File: src/rtl/rtc_pkg.sv
// Shared register offsets and status bit positions for the calendar core.
package rtc_pkg;
    localparam logic [5:0] OFS_HRMIN  = 6'h00;
    localparam logic [5:0] OFS_SEC    = 6'h04;
    localparam logic [5:0] OFS_AHRMIN = 6'h08;
    localparam logic [5:0] OFS_ASEC   = 6'h0C;
    localparam logic [5:0] OFS_CTRL   = 6'h10;
    localparam logic [5:0] OFS_STAT   = 6'h14;
    localparam logic [5:0] OFS_IEN    = 6'h18;
    localparam logic [5:0] OFS_SWATCH = 6'h1C;
    localparam logic [5:0] OFS_DAY    = 6'h20;
    localparam logic [5:0] OFS_ADAY   = 6'h24;

    localparam int ST_SW  = 0;
    localparam int ST_ALM = 2;
    localparam int ST_1HZ = 4;
    localparam int ST_P0  = 7;
    localparam int N_PERIODIC = 9;
    localparam logic [15:0] STAT_MASK = 16'hFF95;

    typedef struct packed {
        logic [4:0] hr;
        logic [5:0] min;
        logic [5:0] sec;
    } hms_t;
endpackage

File: src/rtl/rtc_time_counter.sv
// Day/hour/minute/second counter. Advances on tick while run is high;
// software writes override the tick result per field. Assumes tick is a
// single-cycle strobe.
module rtc_time_counter
    import rtc_pkg::*;
#(
    parameter int DAY_W = 16
) (
    input  logic             clk,
    input  logic             rst_n,
    input  logic             run,
    input  logic             tick,
    input  logic             wr_hm,
    input  logic             wr_sec,
    input  logic             wr_day,
    input  logic [15:0]      wdata,
    output hms_t             now,
    output logic [DAY_W-1:0] day,
    output logic             minute_tick
);
    localparam logic [DAY_W-1:0] DAY_ONE = DAY_W'(1);

    hms_t             nxt;
    logic [DAY_W-1:0] nday;

    // Carry from seconds into minutes on this strobe.
    assign minute_tick = run && tick && (now.sec >= 6'd59);

    // Next-state: tick increment first, then field writes win.
    always_comb begin
        nxt  = now;
        nday = day;
        if (run && tick) begin
            if (now.sec >= 6'd59) begin
                nxt.sec = '0;
                if (now.min >= 6'd59) begin
                    nxt.min = '0;
                    if (now.hr >= 5'd23) begin
                        nxt.hr = '0;
                        nday   = day + DAY_ONE;
                    end else begin
                        nxt.hr = now.hr + 5'd1;
                    end
                end else begin
                    nxt.min = now.min + 6'd1;
                end
            end else begin
                nxt.sec = now.sec + 6'd1;
            end
        end
        if (wr_sec) nxt.sec = wdata[5:0];
        if (wr_hm) begin
            nxt.hr  = wdata[12:8];
            nxt.min = wdata[5:0];
        end
        if (wr_day) nday = wdata[DAY_W-1:0];
    end

    // Time state registers.
    always_ff @(posedge clk) begin
        if (!rst_n) begin
            now <= '0;
            day <= '0;
        end else begin
            now <= nxt;
            day <= nday;
        end
    end
endmodule

File: src/rtl/rtc_alarm_match.sv
// Alarm registers and comparator. Raises a one-cycle event when the running
// time becomes equal to the alarm time (edge of equality, so a held match
// does not refire after software clears the status).
module rtc_alarm_match
    import rtc_pkg::*;
#(
    parameter int DAY_W = 16
) (
    input  logic             clk,
    input  logic             rst_n,
    input  logic             wr_ahm,
    input  logic             wr_asec,
    input  logic             wr_aday,
    input  logic [15:0]      wdata,
    input  hms_t             now,
    input  logic [DAY_W-1:0] day,
    output hms_t             alm,
    output logic [DAY_W-1:0] alm_day,
    output logic             time_eq,
    output logic             alarm_evt
);
    logic eq_q;

    assign time_eq   = (now == alm) && (day == alm_day);
    assign alarm_evt = time_eq && !eq_q;

    // Alarm register writes.
    always_ff @(posedge clk) begin
        if (!rst_n) begin
            alm     <= '0;
            alm_day <= '0;
        end else begin
            if (wr_ahm) begin
                alm.hr  <= wdata[12:8];
                alm.min <= wdata[5:0];
            end
            if (wr_asec) alm.sec <= wdata[5:0];
            if (wr_aday) alm_day <= wdata[DAY_W-1:0];
        end
    end

    // Previous equality; reset high so the reset-time match does not fire.
    always_ff @(posedge clk) begin
        if (!rst_n) eq_q <= 1'b1;
        else        eq_q <= time_eq;
    end
endmodule

File: src/rtl/rtc_irq_ctrl.sv
// Sticky write-one-to-clear status, enable mask and level interrupt.
// Assumes events are single-cycle pulses; unimplemented bits stay zero.
module rtc_irq_ctrl
    import rtc_pkg::*;
(
    input  logic        clk,
    input  logic        rst_n,
    input  logic [15:0] events,
    input  logic        wr_stat,
    input  logic        wr_ien,
    input  logic [15:0] wdata,
    output logic [15:0] status,
    output logic [15:0] ien,
    output logic        irq
);
    logic [15:0] clr;

    assign clr = wr_stat ? wdata : 16'h0000;
    assign irq = |(status & ien);

    // Status: clear written ones, then set new events (events win).
    always_ff @(posedge clk) begin
        if (!rst_n) status <= '0;
        else        status <= ((status & ~clr) | events) & STAT_MASK;
    end

    // Enable register.
    always_ff @(posedge clk) begin
        if (!rst_n)      ien <= '0;
        else if (wr_ien) ien <= wdata & STAT_MASK;
    end
endmodule

File: src/rtl/rtc_calendar_core.sv
// Calendar time core top: register decode, readback, control, stopwatch
// and event collection. Assumes tick inputs are synchronous single-cycle
// strobes and that bus_addr is stable while read data is consumed.
module rtc_calendar_core
    import rtc_pkg::*;
#(
    parameter bit DAY_NARROW = 1'b0,
    parameter int SW_W       = 6
) (
    input  logic                  clk,
    input  logic                  rst_n,
    input  logic                  tick_1hz,
    input  logic [N_PERIODIC-1:0] tick_periodic,
    input  logic                  bus_wr,
    input  logic [5:0]            bus_addr,
    input  logic [15:0]           bus_wdata,
    output logic [15:0]           bus_rdata,
    output logic                  irq
);
    localparam int DAY_W = DAY_NARROW ? 9 : 16;
    localparam logic [SW_W-1:0] SW_ONE = SW_W'(1);

    logic             wr_hm, wr_sec, wr_ahm, wr_asec, wr_ctrl;
    logic             wr_stat, wr_ien, wr_sw, wr_day, wr_aday;
    logic [2:0]       ctrl_q;
    logic             ctrl_en;
    hms_t             now, alm;
    logic [DAY_W-1:0] day, alm_day;
    logic             minute_tick, time_eq, alarm_evt;
    logic [SW_W-1:0]  sw_q;
    logic             sw_wrap;
    logic [15:0]      events, status, ien;
    logic [5:0]       cur_sec;

    // Write strobe decode per register.
    always_comb begin
        wr_hm   = bus_wr && (bus_addr == OFS_HRMIN);
        wr_sec  = bus_wr && (bus_addr == OFS_SEC);
        wr_ahm  = bus_wr && (bus_addr == OFS_AHRMIN);
        wr_asec = bus_wr && (bus_addr == OFS_ASEC);
        wr_ctrl = bus_wr && (bus_addr == OFS_CTRL);
        wr_stat = bus_wr && (bus_addr == OFS_STAT);
        wr_ien  = bus_wr && (bus_addr == OFS_IEN);
        wr_sw   = bus_wr && (bus_addr == OFS_SWATCH);
        wr_day  = bus_wr && (bus_addr == OFS_DAY);
        wr_aday = bus_wr && (bus_addr == OFS_ADAY);
    end

    // Control bits 7:5 (bit 7 = run).
    always_ff @(posedge clk) begin
        if (!rst_n)       ctrl_q <= '0;
        else if (wr_ctrl) ctrl_q <= bus_wdata[7:5];
    end
    assign ctrl_en = ctrl_q[2];

    rtc_time_counter #(.DAY_W(DAY_W)) u_time (
        .clk(clk), .rst_n(rst_n), .run(ctrl_en), .tick(tick_1hz),
        .wr_hm(wr_hm), .wr_sec(wr_sec), .wr_day(wr_day), .wdata(bus_wdata),
        .now(now), .day(day), .minute_tick(minute_tick)
    );

    rtc_alarm_match #(.DAY_W(DAY_W)) u_alarm (
        .clk(clk), .rst_n(rst_n), .wr_ahm(wr_ahm), .wr_asec(wr_asec),
        .wr_aday(wr_aday), .wdata(bus_wdata), .now(now), .day(day),
        .alm(alm), .alm_day(alm_day), .time_eq(time_eq), .alarm_evt(alarm_evt)
    );

    // Stopwatch: counts down per minute carry; write wins over the carry.
    assign sw_wrap = minute_tick && (sw_q == '0) && !wr_sw;
    always_ff @(posedge clk) begin
        if (!rst_n)           sw_q <= '0;
        else if (wr_sw)       sw_q <= bus_wdata[SW_W-1:0];
        else if (minute_tick) sw_q <= sw_q - SW_ONE;
    end

    // Event vector: fixed sources plus the periodic strobes.
    always_comb begin
        events         = '0;
        events[ST_SW]  = sw_wrap;
        events[ST_ALM] = alarm_evt;
        events[ST_1HZ] = tick_1hz;
    end
    logic [15:0] per_events;
    generate
        for (genvar k = 0; k < 16; k++) begin : g_per
            if (k >= ST_P0 && k < ST_P0 + N_PERIODIC) begin : g_on
                assign per_events[k] = tick_periodic[k-ST_P0];
            end else begin : g_off
                assign per_events[k] = 1'b0;
            end
        end
    endgenerate

    rtc_irq_ctrl u_irq (
        .clk(clk), .rst_n(rst_n), .events(events | per_events),
        .wr_stat(wr_stat), .wr_ien(wr_ien), .wdata(bus_wdata),
        .status(status), .ien(ien), .irq(irq)
    );

    assign cur_sec = now.sec;

    // Combinational readback for the presented address.
    always_comb begin
        case (bus_addr)
            OFS_HRMIN:  bus_rdata = {3'b000, now.hr, 2'b00, now.min};
            OFS_SEC:    bus_rdata = {10'd0, now.sec};
            OFS_AHRMIN: bus_rdata = {3'b000, alm.hr, 2'b00, alm.min};
            OFS_ASEC:   bus_rdata = {10'd0, alm.sec};
            OFS_CTRL:   bus_rdata = {8'd0, ctrl_q, 5'd0};
            OFS_STAT:   bus_rdata = status;
            OFS_IEN:    bus_rdata = ien;
            OFS_SWATCH: bus_rdata = 16'(sw_q);
            OFS_DAY:    bus_rdata = 16'(day);
            OFS_ADAY:   bus_rdata = 16'(alm_day);
            default:    bus_rdata = 16'h0000;
        endcase
    end
endmodule

File: config.mk
export PLATFORM = sky130hd
export DESIGN_NAME = rtc_calendar_core
export DESIGN_NICKNAME = d
export VERILOG_FILES = /design/src/rtl/rtc_pkg.sv /design/src/rtl/rtc_time_counter.sv /design/src/rtl/rtc_alarm_match.sv /design/src/rtl/rtc_irq_ctrl.sv /design/src/rtl/rtc_calendar_core.sv
export SDC_FILE = /design/constraint.sdc
export NUM_CORES = 1
export LEC_CHECK = 0
export BUFFER_PORTS_ARGS = -buffer_cell sky130_fd_sc_hd__buf_4
export CORE_ASPECT_RATIO = 0.5
export CORE_UTILIZATION = 30
export CTS_BUF_LIST = sky130_fd_sc_hd__clkbuf_16
export CTS_CLUSTER_SIZE = 10
export DETAILED_ROUTE_END_ITERATION = 8
export SKIP_LAST_GASP = 1
export SLEW_MARGIN = 20
export SYNTH_ARGS = -nofsm -noshare
export SYNTH_HDL_FRONTEND = slang
export SYNTH_SLANG_ARGS = --single-unit
File: constraint.sdc
create_clock -name clk -period 4.3 [get_ports clk]
set_input_delay 0.86 -clock clk [delete_from_list [all_inputs] [get_ports clk]]
set_output_delay 0.86 -clock clk [all_outputs]
set_load 0.02 [all_outputs]
; ---- Word level (Yosys, flattened, before mapping)
; Cells that the tools add are included.
[totals]
ff_bits = 104
inputBits = 35
output_inout_bits = 17
wordCells = 88
[op_classes]
add_sub_neg = 5
magnitude_cmp = 3
n_eq_ne = 11
n_mux = 17
bitwise = 5
n_reduce_logical = 33
[op_table]
columns = op, count
row1 = case mux 16 bit (10 select lines), 1
row2 = 2-to-1 mux 16 bit, 6
row3 = AND 16 bit, 2
row4 = 2-to-1 mux 6 bit, 5
row5 = == test 6 x 5 -> 1 bit (second input constant), 4
row6 = 2-to-1 mux 11 bit, 2
row7 = nonzero test 2 bit, 9
row8 = == test 17 bit, 1
row9 = 2-to-1 mux 17 bit, 1
row10 = adder 16 x 1 -> 16 bit (second input constant), 1
row11 = == test 16 bit, 1
row12 = logical AND 1 bit, 16
row13 = NOT 16 bit, 1
row14 = OR 16 bit, 1
row15 = OR 5 x 16 -> 16 bit, 1
row16 = OR reduction 16 bit, 1
row17 = adder 6 x 1 -> 6 bit (second input constant), 2
row18 = == test 6 x 4 -> 1 bit (second input constant), 2
row19 = == test 6 bit (second input constant), 2
row20 = greater-or-equal comparator 6 bit (second input constant), 2
row21 = zero test 6 bit, 2
row22 = 2-to-1 mux 5 bit, 2
row23 = == test 6 x 3 -> 1 bit (second input constant), 1
row24 = subtractor 6 x 1 -> 6 bit (second input constant), 1
row25 = other kinds (6), 7

; ---- Depth between registers and ports, before layout
[depth]
ltp_word = 6
mapped_depth = 8
mapped_depth_nobuf = 7

; ---- Cells and area by module
; A second synthesis with hierarchy kept.
[hier_totals]
hier_cells = 715
hier_area_um2 = 6173.4
[modules_own_cells]
columns = mod, n_inst, cells_each, area_each_um2, seq_area_each_um2
row1 = rtc_time_counter, 1, 276, 2153.3, 660.6
row2 = rtc_alarm_match, 1, 154, 1631.6, 680.7
row3 = rtc_calendar_core, 1, 181, 1387.6, 180.2
row4 = rtc_irq_ctrl, 1, 104, 1001.0, 480.5

; ---- Least setup slack after synthesis
; Ideal clock, no wire load.
[synth_timing]
path_kind = input -> output
startpoint = input port bus_addr[4]
endpoint = output port bus_rdata[13]
t_arrival_ns = 2.471
t_required_ns = 3.440
setup_slack_ns = 0.969
cell_stages = 5
path_buffers = 1
cell_sequence = or4b_1 > nor3_1 > clkbuf_1 > a22oi_1 > o21ai_0
[synth_between]
elab_chain_len = 2
word_cells_on_any_way = 11
classes_between = eq/ne: 9 / mux: 1 / reduce/logical: 1
[synth_lines]
columns = element, line
row1 = start: declaration, rtc_calendar_core.sv:15  ; input logic [5:0] bus_addr,
row2 = "== test 6 bit, or another cell as far along", rtc_calendar_core.sv:104  ; case (bus_addr)
row3 = case mux 16 bit (10 select lines) *, rtc_calendar_core.sv:104
row4 = end: declaration, rtc_calendar_core.sv:17  ; output logic [15:0] bus_rdata,
; Mark *: on every way between the ends. The rest lies on a longest branch, timed or not.

; ---- Worst setup path in the final report
[layout_timing]
startpoint = input port bus_addr[4]
endpoint = output port bus_rdata[15]
; The elaborated chain is that of the path after synthesis.

==> results.cfg <==
[cells_and_area]
num-fill-cells = 2003
final_area_mm2 = 0.00663
antenna-diode-count = 0
drive_gt1_frac = 0.127
layout.nets = 769
final_cells = 992
area_growth_pct = 13.4

[logic_synthesis]
ys_ff_latch = 100
synth_ff_type = dfxtp_1
yosys_warnings = 0
synth_area_mm2 = 0.00584
synth_cell_types = 61
syn-instance-count = 720
ys_async_sr_fraction = 0
synth_edf_count = 0
yosysSeqAreaShare = 0.343
synth_area_per_cell_um2 = 8.12
syn_nets = 761

[worst_setup_path]
crit_chain = buf_4 > or4b_1 > nor3_2 > buf_4 > a22oi_1 > o21ai_0 > buf_4
setup.worst_path.end_class = primary output
critPathSlowestCell = or4b_1
critPathMaxFanout = 10
required_ps = 3440
rr_endpoint = u_time.day[10]
endpoint = bus_rdata[15]
r2r_slack_ps = 1570
critical_path_depth = 7
path_delay_family = simple AND/OR/NAND/NOR gates
critPathBufInv = 3
crit_type = in -> out
timing.rr.start = u_time.now[0]
max_stage_delay_ps = 600
crit_top_cell = buf_4
arrival_ps = 2780
critPathLaunchType = input pin
worst_r2r_path_depth = 6
startpoint = bus_addr[4]

[timing]
fmax_mhz = 275
fin_setup_tns_ps = 0
finalHoldViolations = 0
fin_crit_sh = 0.847
min_period_ps = 3640
slew_headroom = 0.374
rsz0062_at_grt = false
worst_pin_slew_ps = 939
fin_skew_ps = 8.67
drv_slew = 0
final-setup-viol-count = 0

[detailed_routing]
postRouteAntennaNets = 0
route.detailed.drc = 0
finalWirelength_um = 18400
drt-vias-per-instance = 5.53
routedWlPerCell_um = 18.5
drtPass1Iterations = 5
via_count = 5482
drt-initial-drc-count = 604

[power]
seqPwrFrac = 0.499
p_clk_frac = 0.418
comb_power_share = 0.083
p_int_mw = 1.42
p_leak_nw = 2.32
switchingPower_mw = 0.524
vdd_ir_drop_max_mv = 0.177
p_sw_frac = 0.270
powerDensity_mw_per_mm2 = 293

[floorplan]
dieHeight_um = 101
fp.dieArea_mm2 = 0.0201
start_util = 0.312
num_io_pins = 52
core_area_mm2 = 0.0187
rows = 35
die_w_um = 199

[min_path]
hold_path.class = reg -> reg
hold_path.startpoint = u_irq.ien[14]

[grt]
grt_usage = 0.189
grt_max_degree = 106
grt_pass1_vias = 5071
grt_first_pass_wirelength_um = 28800
grt-ovfl-total = 0
grt_antenna_before_repair = 0

[placed_design]
dpl_cell_area_mm2 = 0.00633
dp.cells = 976
post-dp-hpwl_um = 13200
port-buffer-count = 51
place_congestion = 0.949

[clock_network]
cts_made_buffers = 9
cts_root_buffer = clkbuf_16
clk_latency_ps = 350
post_cts_resized = 0
clk_pin_slew_ps = 80
cts_hold_buffers = 0
cts_sinks = 100
cts_tree = yes
cts_buffer_depth = 2
cts_max_level = 3
postCtsSetupRepairBufs = 0

[job]
cap_viol_max_count = 0

[run_status]
run_status = finished clean
tightest hold or removal path, delay by kind of cell, from the launching register on:
family,cells,cell delay (ps)
flops,1,330
compound gates,1,60
simple gates,1,50
sequential cells by signal, summed over array words and instances, names as in the netlist:
signal	count
u_time.now	17
sw_q	6
u_time.day	16
u_irq.ien	12
u_alarm.alm_day	16
ctrl_q	3
u_alarm.eq_q	1
u_alarm.alm	17
u_irq.status	12
worst min-delay path by stage:
stage	depth (start not counted)	slack [ps]	to
detailed placement	2	480	u_irq.ien[14]
global placement	2	470	u_irq.ien[14]
floorplan	2	450	u_irq.ien[4]
global route	2	510	u_irq.ien[10]
CTS	2	490	u_irq.ien[10]
finish	2	490	u_irq.ien[14]
power groups by stage:
stage | logic, mW | clock network (mW) | registers (mW)
final | 0.161 | 0.813 | 0.970
after global routing | 0.176 | 0.855 | 0.973
after CTS | 0.160 | 0.829 | 0.970
after detailed placement | 0.160 | 0 | 0.992
after global placement | 0.159 | 0 | 0.992
after floorplan | 0.0967 | 0 | 0.979
logic make-up (layout without fill, tap and decap cells):
| group | Yosys count | in the layout | synth area share |
|---|---|---|---|
| AO/OA/AOI/OAI | 195 | 195 | 0.235 |
| AND/OR/NAND/NOR | 281 | 281 | 0.245 |
| multiplexers | 17 | 17 | 0.0298 |
| buffers and inverters | 68 | 81 | 0.0550 |
| adder cells (fa/ha/maj) | 7 | 7 | 0.0146 |
| XOR/XNOR | 52 | 52 | 0.0779 |
| flip-flops | 100 | 100 | 0.343 |
final cells by class:
type                    instances  area, um2  area share
well taps                     259        324      0.0489
clock buffers                   9        225      0.0340
multi-input cells             552       3530       0.533
repair buffers                 61        458      0.0691
inverters                       4       15.0     0.00227
flip-flops and latches        100       2000       0.302
clock inverters                 7       67.6      0.0102
cell usage after synthesis, drive strengths merged, types with 3 or more instances:
master | count | share of area
a21boi | 41 | 0.053
a21oi | 36 | 0.031
a221oi | 12 | 0.018
a222oi | 11 | 0.019
a22o | 8 | 0.012
a22oi | 16 | 0.021
a31oi | 10 | 0.011
and2 | 7 | 0.0075
and3 | 13 | 0.014
and4 | 3 | 0.0045
buf | 18 | 0.020
clkbuf | 45 | 0.031
dfxtp | 100 | 0.34
ha | 6 | 0.013
inv | 4 | 0.0026
mux2 | 3 | 0.0058
mux2i | 14 | 0.024
nand2 | 106 | 0.068
nand2b | 4 | 0.0043
nand3 | 50 | 0.043
nand4 | 18 | 0.019
nand4b | 3 | 0.0045
nor2 | 16 | 0.010
nor2b | 27 | 0.029
nor3 | 9 | 0.0077
nor4 | 11 | 0.012
o211a | 5 | 0.0086
o21ai | 38 | 0.033
o221ai | 3 | 0.0045
o22ai | 3 | 0.0032
or3 | 3 | 0.0032
or4 | 3 | 0.0045
or4b | 5 | 0.0092
xnor2 | 43 | 0.064
xor2 | 9 | 0.013
metal layers:
layer  vias up  track usage  share of wire
met3        27       0.0401          0.075
met4         0       0.0587          0.020
li1       2648            -              -
met1      2632        0.268           0.47
met5         -            0              0
met2       175        0.285           0.43
cell usage in the layout (no fill, tap or decap), types with 12 or more instances in the layout:
master / netlist / layout
a21boi_0: 41 / 41
a21oi_1: 36 / 36
a221oi_1: 12 / 12
a22oi_1: 16 / 16
and3_1: 12 / 12
buf_4: 4 / 61
dfxtp_1: 100 / 100
mux2i_1: 14 / 14
nand2_1: 106 / 106
nand3_1: 50 / 50
nand4_1: 18 / 18
nor2_1: 16 / 15
nor2b_1: 27 / 27
o21ai_0: 37 / 37
xnor2_1: 43 / 43
per-stage QoR:
step	worst slack [ps]	hold WS [ps]	total power, mW	utilization
CTS	716	489	1.96	0.353
detailed placement	732	478	1.15	0.338
finish	658	485	1.94	0.353
floorplan	969	454	1.08	-
global route	568	513	2.00	0.353
global placement	735	469	1.15	0.338
Note: power is estimated with default switching activity, not from simulation.
